$ cat config.mk
export PLATFORM = sky130hd
export DESIGN_NAME = sercmd_decoder
export DESIGN_NICKNAME = d
export VERILOG_FILES = /design/src/rtl/sercmd_pkg.sv /design/src/rtl/sercmd_capture.sv /design/src/rtl/sercmd_decode.sv /design/src/rtl/sercmd_reply.sv /design/src/rtl/sercmd_decoder.sv
export SDC_FILE = /design/constraint.sdc
export NUM_CORES = 1
export LEC_CHECK = 0
export BUFFER_PORTS_ARGS = -buffer_cell sky130_fd_sc_hd__buf_2
export CORE_UTILIZATION = 49
export CTS_CLUSTER_DIAMETER = 60
export DETAILED_ROUTE_END_ITERATION = 16
export PLACE_DENSITY = 0.78
export SLEW_MARGIN = 40
export SYNTH_ARGS = -nofsm -noshare
export SYNTH_HDL_FRONTEND = slang
export SYNTH_SLANG_ARGS = --single-unit
$ cat constraint.sdc
create_clock -name clk -period 6.5 [get_ports clk]
set_clock_uncertainty 0.2 [all_clocks]
set_input_delay 1.3 -clock clk [delete_from_list [all_inputs] [get_ports clk]]
set_output_delay 1.3 -clock clk [all_outputs]
set_load 0.005 [all_outputs]
$ cat src/rtl/sercmd_pkg.sv
package sercmd_pkg;
    typedef enum logic [1:0] {
        ST_IDLE,
        ST_SHIFT,
        ST_ISSUE,
        ST_REPLY
    } sercmd_state_e;

    localparam int FRAME_START_BIT = 15;
    localparam int CHIP_HI = 14;
    localparam int CHIP_LO = 11;
    localparam int SEL_HI  = 10;
    localparam int SEL_LO  = 7;

    localparam logic [3:0] SEL_LOCAL = 4'd3;
    localparam logic [3:0] SEL_INIT  = 4'd5;

    typedef struct packed {
        logic wr;
        logic rd;
        logic pll;
        logic local_rd;
    } sercmd_op_t;
endpackage

$ cat src/rtl/sercmd_capture.sv
module sercmd_capture #(
    parameter int W = 16
) (
    input  logic         clk,
    input  logic         rst_n,
    input  logic         shift_en,
    input  logic         frm_bit,
    input  logic         adr_bit,
    input  logic         dat_bit,
    output logic [W-1:0] frame_w,
    output logic [W-1:0] addr_w,
    output logic [W-1:0] data_w
);
    always_ff @(posedge clk or negedge rst_n) begin
        if (!rst_n) begin
            frame_w <= '0;
            addr_w  <= '0;
            data_w  <= '0;
        end else if (shift_en) begin
            frame_w <= {frame_w[W-2:0], frm_bit};
            addr_w  <= {addr_w[W-2:0], adr_bit};
            data_w  <= {dat_bit, data_w[W-1:1]};
        end
    end
endmodule

$ cat src/rtl/sercmd_decode.sv
module sercmd_decode
    import sercmd_pkg::*;
#(
    parameter int W = 16
) (
    input  logic [W-1:0] frame_w,
    input  logic [W-1:0] addr_w,
    input  logic [3:0]   chip_strap,
    output sercmd_op_t   op
);
    logic       hit;
    logic [3:0] sel;

    always_comb begin
        hit = frame_w[FRAME_START_BIT] && (frame_w[CHIP_HI:CHIP_LO] == chip_strap);
        sel = frame_w[SEL_HI:SEL_LO];
        op  = '0;
        if (hit) begin
            unique case (sel)
                4'd0, 4'd1, 4'd2, 4'd6,
                4'd9, 4'd10, 4'd11, 4'd12: op.wr = 1'b1;
                4'd4, 4'd7, 4'd8:          op.rd = 1'b1;
                SEL_INIT:                  op.pll = 1'b1;
                SEL_LOCAL: begin
                    if (addr_w == W'(1)) begin
                        op.wr = 1'b1;
                    end else if (addr_w == W'(0) || addr_w == W'(2)) begin
                        op.rd       = 1'b1;
                        op.local_rd = 1'b1;
                    end
                end
                default: op = '0;
            endcase
        end
    end
endmodule

$ cat src/rtl/sercmd_reply.sv
module sercmd_reply #(
    parameter int W = 16
) (
    input  logic         clk,
    input  logic         rst_n,
    input  logic         load,
    input  logic [W-1:0] word,
    output logic         frm_o,
    output logic         dat_o,
    output logic         done
);
    localparam int CW = $clog2(W);

    logic [W-1:0]  sr;
    logic [CW-1:0] cnt;

    always_ff @(posedge clk or negedge rst_n) begin
        if (!rst_n) begin
            sr    <= '0;
            cnt   <= '0;
            frm_o <= 1'b0;
        end else if (load) begin
            sr    <= word;
            cnt   <= '0;
            frm_o <= 1'b1;
        end else if (frm_o) begin
            sr  <= {1'b0, sr[W-1:1]};
            cnt <= cnt + 1'b1;
            if (cnt == CW'(W-1)) begin
                frm_o <= 1'b0;
            end
        end
    end

    assign dat_o = frm_o & sr[0];
    assign done  = frm_o && (cnt == CW'(W-1));
endmodule

$ cat src/rtl/sercmd_decoder.sv
module sercmd_decoder
    import sercmd_pkg::*;
#(
    parameter int          W       = 16,
    parameter logic [15:0] VERSION = 16'h0102
) (
    input  logic        clk,
    input  logic        rst_n,
    input  logic        ser_frm_i,
    input  logic        ser_adr_i,
    input  logic        ser_dat_i,
    input  logic [3:0]  chip_strap,
    input  logic [15:0] rd_data_i,
    input  logic [2:0]  par_err_i,
    input  logic [2:0]  sync_err_i,
    input  logic [2:0]  bx_err_i,
    input  logic        lock_err_i,
    input  logic        align_err_i,
    input  logic        locked_i,
    output logic        wr_stb,
    output logic        rd_req,
    output logic        pll_init,
    output logic [3:0]  file_sel,
    output logic [15:0] reg_addr,
    output logic [15:0] reg_wdata,
    output logic        mode_o,
    output logic        ser_frm_o,
    output logic        ser_dat_o
);
    localparam int CW = $clog2(W);

    sercmd_state_e state, nxt;
    logic [CW-1:0] bit_cnt;
    logic          shift_en;
    logic [W-1:0]  frame_w, addr_w, data_w;
    sercmd_op_t    op;
    logic          issue;
    logic          tx_done;
    logic [15:0]   status_w, reply_w;

    assign shift_en = (state == ST_IDLE && ser_frm_i) || (state == ST_SHIFT);

    sercmd_capture #(.W(W)) u_cap (
        .clk(clk), .rst_n(rst_n), .shift_en(shift_en),
        .frm_bit(ser_frm_i), .adr_bit(ser_adr_i), .dat_bit(ser_dat_i),
        .frame_w(frame_w), .addr_w(addr_w), .data_w(data_w)
    );

    sercmd_decode #(.W(W)) u_dec (
        .frame_w(frame_w), .addr_w(addr_w), .chip_strap(chip_strap), .op(op)
    );

    always_ff @(posedge clk or negedge rst_n) begin
        if (!rst_n) begin
            state   <= ST_IDLE;
            bit_cnt <= '0;
        end else begin
            state <= nxt;
            if (state == ST_IDLE) begin
                bit_cnt <= CW'(1);
            end else if (state == ST_SHIFT) begin
                bit_cnt <= bit_cnt + 1'b1;
            end
        end
    end

    always_comb begin
        nxt = state;
        unique case (state)
            ST_IDLE:  if (ser_frm_i) nxt = ST_SHIFT;
            ST_SHIFT: if (bit_cnt == CW'(W-1)) nxt = ST_ISSUE;
            ST_ISSUE: nxt = op.rd ? ST_REPLY : ST_IDLE;
            ST_REPLY: if (tx_done) nxt = ST_IDLE;
            default:  nxt = ST_IDLE;
        endcase
    end

    assign issue     = (state == ST_ISSUE);
    assign wr_stb    = issue & op.wr;
    assign rd_req    = issue & op.rd;
    assign pll_init  = issue & op.pll;
    assign file_sel  = frame_w[SEL_HI:SEL_LO];
    assign reg_addr  = addr_w[15:0];
    assign reg_wdata = data_w[15:0];

    always_ff @(posedge clk or negedge rst_n) begin
        if (!rst_n) begin
            mode_o <= 1'b0;
        end else if (wr_stb && file_sel == SEL_LOCAL && reg_addr == 16'd1) begin
            mode_o <= reg_wdata[0];
        end
    end

    assign status_w = {locked_i, align_err_i, 3'b000, mode_o, lock_err_i,
                       bx_err_i, sync_err_i, par_err_i};

    always_comb begin
        if (op.local_rd) begin
            reply_w = (reg_addr == 16'd0) ? status_w : VERSION;
        end else begin
            reply_w = rd_data_i;
        end
    end

    sercmd_reply #(.W(16)) u_tx (
        .clk(clk), .rst_n(rst_n), .load(rd_req), .word(reply_w),
        .frm_o(ser_frm_o), .dat_o(ser_dat_o), .done(tx_done)
    );

    AST_ONE_STROBE: assert property (@(posedge clk) disable iff (!rst_n)
        $onehot0({wr_stb, rd_req, pll_init}));
    AST_STROBE_PULSE: assert property (@(posedge clk) disable iff (!rst_n)
        (wr_stb || rd_req || pll_init) |=> !(wr_stb || rd_req || pll_init));
    AST_CHIP_MATCH: assert property (@(posedge clk) disable iff (!rst_n)
        (wr_stb || rd_req || pll_init) |-> frame_w[CHIP_HI:CHIP_LO] == chip_strap);
    AST_UNUSED_QUIET: assert property (@(posedge clk) disable iff (!rst_n)
        (wr_stb || rd_req) |-> file_sel < 4'd13);
    AST_INIT_NO_WRITE: assert property (@(posedge clk) disable iff (!rst_n)
        pll_init |-> (file_sel == SEL_INIT) && !wr_stb);
    AST_MODE_HOLD: assert property (@(posedge clk) disable iff (!rst_n)
        !(wr_stb && file_sel == SEL_LOCAL && reg_addr == 16'd1) |=> $stable(mode_o));
    AST_REPLY_START: assert property (@(posedge clk) disable iff (!rst_n)
        $rose(ser_frm_o) |-> $past(rd_req));
    AST_REPLY_FROM_READ: assert property (@(posedge clk) disable iff (!rst_n)
        rd_req |=> ser_frm_o);
endmodule

==> impl_metrics.tcl, run 1 <==
set metrics [dict create \
    outcome "finished clean" \
    crit_family "simple AND/OR/NAND/NOR gates" \
    vias_per_cell 5.14 \
    die_area_um2 7750 \
    first_pass_iters 4 \
    start_util_pct 51.9 \
    die_h_um 88.0 \
    ctsResizeCount 0 \
    async_flop_share_pct 100 \
    cts_tree "built" \
    syn_inst 282 \
    grt_pass1_vias 2316 \
    syn-cell-area_um2 3630 \
    track_usage_pct 18.2 \
    cts_buffer_depth 2 \
    fin_nets 394 \
    core-area_um2 6980 \
    worstPathArrival_ps 2910 \
    clock_latency_ps 340 \
    io_buffers 78 \
    grt_setup_unrepaired "false" \
    cts.clk_slew.worst_paths_ps 70 \
    slowest_delay_ps 510 \
    place.gp.congestion 0.800 \
    ys_seq_area_share_pct 52.4 \
    clock-root-buffer "clkbuf_8" \
    synth_area_leaders "dfrtp_1, mux2_2, mux2i_1" \
    power.total_uw 1890 \
    grt_pass1_wl_mm 10.7 \
    dieWidth_um 88.0 \
    tns_ps 0 \
    pwr_density_cell_nw_per_um2 437 \
    antenna_found_initial 0 \
    cap_violations 0 \
    pin_count 79 \
    tightest_slew_ps 675 \
    grt-ovfl-total 0 \
    finalMaxSlewViolations 0 \
    ir_drop_mv 0.335 \
    drc 0 \
    grt_max_degree 77 \
    drt-initial-drc-count 55 \
    ys_types 39 \
    max_freq_mhz 227 \
    path_class "in -> out" \
    rows 30 \
    crit_chain "buf_2 -> xnor2_1 -> nand3_1 -> nor4_2 -> o31ai_4 -> buf_4 -> inv_2 -> buf_2" \
    vias 2343 \
    cts_buffers 9 \
    place_hpwl_mm 4.50 \
    routedWlPerCell_um 14.3 \
    yosys.area.top_type "dfrtp_1" \
    worstPathMaxFanout 20 \
    path_common_cell "buf_2" \
    h-tree-depth 3 \
    worstHoldPathType "reg -> reg" \
    cp.buffers_inverters 4 \
    hold_viol_final 0 \
    synth-main-ff-cell "dfrtp_1" \
    diodes 0 \
    drive_gt1_share_pct 41.7 \
    end_kind "primary output" \
    nFillCells 583 \
    ys_ff_latch 76 \
    p_leak_uw 0.00197 \
    required_ps 5000 \
    synth_top_area_share_pct 52.4 \
    postSynthAreaPerCell_um2 12.9 \
    ys_top_cells_by_count "dfrtp_1, mux2i_1, mux2_2, and2_1, nand2_1" \
    ant_nets 0 \
    start_kind "input port" \
    slew_headroom_pct 55.0 \
    finalSetupViolations 0 \
    fin_crit_ps 4410 \
    syn_to_final_growth_pct 19.1 \
    routed_wirelength_mm 6.53 \
    cts_setup_buffers 0 \
    layout_worst_path_cycle_share_pct 67.8 \
    synth_most_common_cell "dfrtp_1" \
    hold_buffers 0 \
    syn-num-nets 321 \
    clkSinkCount 76 \
    critPathSlowestCell "nor4_2" \
    synth_edf_count 0 \
    synth_warnings 0 \
]
## worst paths after layout
path	startpoint	to	slack, ps	cells after the start
setup / recovery	chip_strap[3]	rd_req	2090	8
min in group asynchronous	rst_n	u_tx.sr[5]	750	1
max in group asynchronous	rst_n	u_tx.sr[1]	4860	1
setup reg to reg	u_cap.addr_w[13]	u_tx.sr[7]	4270	6
hold reg to reg	u_cap.frame_w[6]	u_cap.frame_w[6]	300	1
hold / removal	u_cap.frame_w[6]	u_cap.frame_w[6]	300	1
## power breakdown
part	switching [uW]	internal (uW)
sequential	198	659
clock	163	226
combinational	263	380
## final cells by class
class | instances | area (um^2) | share of cell area, %
Sequential cell | 76 | 1900 | 44.0
Multi-Input combinational cell | 182 | 1640 | 37.9
Timing Repair Buffer | 82 | 427 | 9.88
Clock buffer | 12 | 145 | 3.36
Tap cell | 96 | 120 | 2.78
Clock inverter | 4 | 72.6 | 1.68
Inverter | 4 | 15.0 | 0.348
## per-stage QoR
stage | hold WS [ps] | cell area [um^2] | util, % | cells | worst slack [ps]
after floorplan | 246 | 3630 | - | 282 | 2550
after global placement | 270 | 4090 | 58.6 | 440 | 1960
after detailed placement | 290 | 4100 | 58.7 | 440 | 1860
after CTS | 307 | 4310 | 61.8 | 456 | 1860
after global routing | 318 | 4320 | 61.9 | 456 | 1970
final | 304 | 4320 | 61.9 | 456 | 2090
## state kept, by name, summed over array words and instances, names as in the netlist
signal,cells
bit_cnt,4
mode_o,1
state,2
u_cap.addr_w,16
u_cap.data_w,16
u_cap.frame_w,16
u_tx.cnt,4
u_tx.frm_o,1
u_tx.sr,16
## layer usage
layer | part of all wire, % | track usage (%) | vias to the layer above
met3 | 6.2 | 5.66 | 9
met5 | 0 | 0 | -
met4 | 1.7 | 7.92 | 0
li1 | - | - | 1140
met2 | 45 | 28.0 | 63
met1 | 48 | 23.9 | 1131
## kinds of logic (layout without fill, tap and decap cells)
| kind of cell | Yosys count | count (layout) | share of synthesized area (%) |
|---|---|---|---|
| simple gates | 61 | 61 | 11.1 |
| xor+xnor | 7 | 7 | 1.69 |
| mux | 94 | 94 | 27.5 |
| flops | 76 | 76 | 52.4 |
| fa+ha+maj | 2 | 2 | 0.690 |
| compound gates | 18 | 18 | 3.31 |
| buf+inv | 24 | 102 | 3.24 |
## worst register-to-register path, cell delays in order (launching register included)
cell and delay (ps):
dfrtp_1 440, nor4_4 340, nand4_2 200, a211oi_1 430
o31ai_4 70, buf_4 260, mux2i_1 160
## layout by cell type, fill, tap and decap left out, drive strengths merged
cell      instances
a22o              3
dfrtp            76
nand2b            6
and3              1
and4              1
mux2i            48
nor2              8
nor4              7
o2bb2ai           1
o21ai             6
mux2             46
clkinv            1
o21bai            1
ha                2
nor2b             3
clkinvlp          1
nor4b             2
nor3              2
nand2            12
clkbuf           12
a21o              1
nand3             3
xnor2             5
buf              82
o21a              1
a21oi             2
nand4             3
xor2              2
and2             12
inv               4
bufinv            2
a211oi            2
nand4b            1
o31ai             1
No activity file was read; power rests on OpenSTA's default activity.
==> inputs of run 2 (changes only) <==
- ABC_AREA: unset -> 1
- clock period: 6.5 -> 4.4 ns (I/O delays scaled with it)
==> impl_metrics.tcl, run 2 <==
set metrics [dict create \
    start_kind "input port" \
    syn_inst 473 \
    synth-main-ff-cell "dfrtp_1" \
    slowest_delay_ps 310 \
    h-tree-depth 3 \
    critPathSlowestCell "xnor2_1" \
    cap_violations 0 \
    synth_top_family_by_area "simple AND/OR/NAND/NOR gates" \
    ir_drop_mv 0.326 \
    cts_buffer_depth 2 \
    io_buffers 78 \
    die_area_um2 8000 \
    start_util_pct 51.1 \
    async_flop_share_pct 100 \
    pwr_density_cell_nw_per_um2 569 \
    ys_ff_latch 76 \
    end_kind "primary output" \
    pin_count 79 \
    track_usage_pct 21.2 \
    hold_viol_final 0 \
    path_common_cell "buf_2" \
    synth_warnings 0 \
    ys_types 32 \
    slew_headroom_pct 54.3 \
    synth_most_common_cell "nand2_1" \
    max_freq_mhz 325 \
    yosys.area.top_type "dfrtp_1" \
    synth.area.mux_share_pct 0 \
    layoutNonFillerInstCount 646 \
    synth_top_area_share_pct 50.8 \
    path_class "in -> out" \
    dp.cells 630 \
    crit_family "simple AND/OR/NAND/NOR gates" \
    clock_latency_ps 350 \
    worstPathMaxFanout 19 \
    cts_buffers 9 \
    ys_seq_area_share_pct 50.8 \
    required_ps 3320 \
    syn-num-nets 512 \
    place.gp.congestion 0.872 \
    synth_simple_gate_area_share_pct 30.7 \
    layout_worst_path_cycle_share_pct 70.0 \
    first_pass_iters 5 \
    outcome "finished clean" \
    place_hpwl_mm 5.24 \
    grt-ovfl-total 0 \
    ctsResizeCount 0 \
    crit_chain "buf_2 -> xnor2_1 -> nand4_4 -> nor2_8 -> buf_2" \
    fin_crit_ps 3080 \
    clock-root-buffer "clkbuf_8" \
    fin_nets 581 \
    final_cell_mix "nand2_1, buf_2, dfrtp_1" \
    dieWidth_um 89.4 \
    synth_area_leaders "dfrtp_1, nand2_1, inv_1" \
    core-area_um2 7330 \
    syn-cell-area_um2 3740 \
    nFillCells 672 \
    cts_tree "built" \
    grt_pass1_vias 2889 \
    final_common_cell "nand2_1" \
    cts_setup_buffers 0 \
    worstHoldPathType "reg -> reg" \
    routed_wirelength_mm 7.66 \
    grt_pass1_wl_mm 12.7 \
    die_h_um 89.4 \
    cts.clk_slew.worst_paths_ps 70 \
    syn_to_final_growth_pct 17.3 \
    synth_edf_count 0 \
    cp.buffers_inverters 2 \
    ant_nets 0 \
    hold_buffers 0 \
    finalMaxSlewViolations 0 \
    grt_setup_unrepaired "false" \
    synth_fa_ha_area_share_pct 0.668 \
    vias 3176 \
    p_leak_uw 0.00239 \
    vias_per_cell 4.92 \
    worstPathArrival_ps 2000 \
    drive_gt1_share_pct 23.8 \
    tightest_slew_ps 686 \
    drt-initial-drc-count 188 \
    clkSinkCount 76 \
    ys_top_cells_by_count "nand2_1, dfrtp_1, inv_1, nor2_1, o21ai_0" \
    antenna_found_initial 2 \
    finalSetupViolations 0 \
    synth_compound_gate_area_share_pct 8.69 \
    rows 31 \
    grt_max_degree 77 \
    routedWlPerCell_um 11.9 \
    postSynthAreaPerCell_um2 7.92 \
    tns_ps 0 \
    synth_xor_area_share_pct 0.936 \
    drc 0 \
]
-- run 2: worst paths after layout --
kind                             startpoint           endpoint  slack, ps  cells past startpoint
hold reg to reg            u_cap.frame_w[5]   u_cap.frame_w[5]        270                      2
min in group asynchronous             rst_n         u_tx.sr[4]        310                      1
setup reg to reg                   state[1]  u_cap.frame_w[15]       2120                      6
setup / recovery              chip_strap[2]             rd_req       1320                      5
hold / removal             u_cap.frame_w[5]   u_cap.frame_w[5]        270                      2
max in group asynchronous             rst_n  u_cap.frame_w[13]       3170                      1
-- run 2: logic make-up after synthesis --
logic type	Yosys count
fa+ha+maj	2
xor+xnor	4
simple gates	265
flops	76
compound gates	56
buf+inv	70
-- run 2: where the power goes --
group	internal (uW)	switching, uW
clock network	374	254
logic	307	447
registers	928	190
-- run 2: through the flow --
step	power, uW	worst slack, ps	utilization [%]	hold WS [ps]	cell area, um^2
detailed placement	1890	1310	56.6	261	4150
floorplan	1620	1650	-	242	3740
global placement	1850	1350	56.6	258	4150
global route	2700	1200	59.9	292	4390
finish	2500	1320	59.9	272	4390
CTS	2530	1310	59.9	277	4390
-- run 2: layout make-up --
| class | count | area, um^2 | share of cell area [%] |
|---|---|---|---|
| Sequential cell | 76 | 1900 | 43.3 |
| Multi-Input combinational cell | 327 | 1540 | 35.0 |
| Timing Repair Buffer | 79 | 404 | 9.20 |
| Inverter | 49 | 184 | 4.19 |
| Clock buffer | 9 | 124 | 2.82 |
| Tap cell | 99 | 124 | 2.82 |
| Clock inverter | 6 | 114 | 2.59 |
| Antenna cell | 1 | 2.50 | 0.0570 |
-- run 2: worst register-to-register path, stage by stage, from the launching register on --
cell and delay (ps):
dfrtp_1 430, nor2_1 280, inv_1 100, nand2_1 70, buf_4 410, inv_2 410
o21ai_0 290
-- run 2: metal layers --
layer | wire, um | global-route usage, % | vias to the layer above
li1 | - | - | 1602
met2 | 3400 | 35.0 | 99
met5 | 10 | 0 | -
met1 | 3630 | 26.6 | 1460
met4 | 89 | 8.95 | 2
met3 | 532 | 5.45 | 13
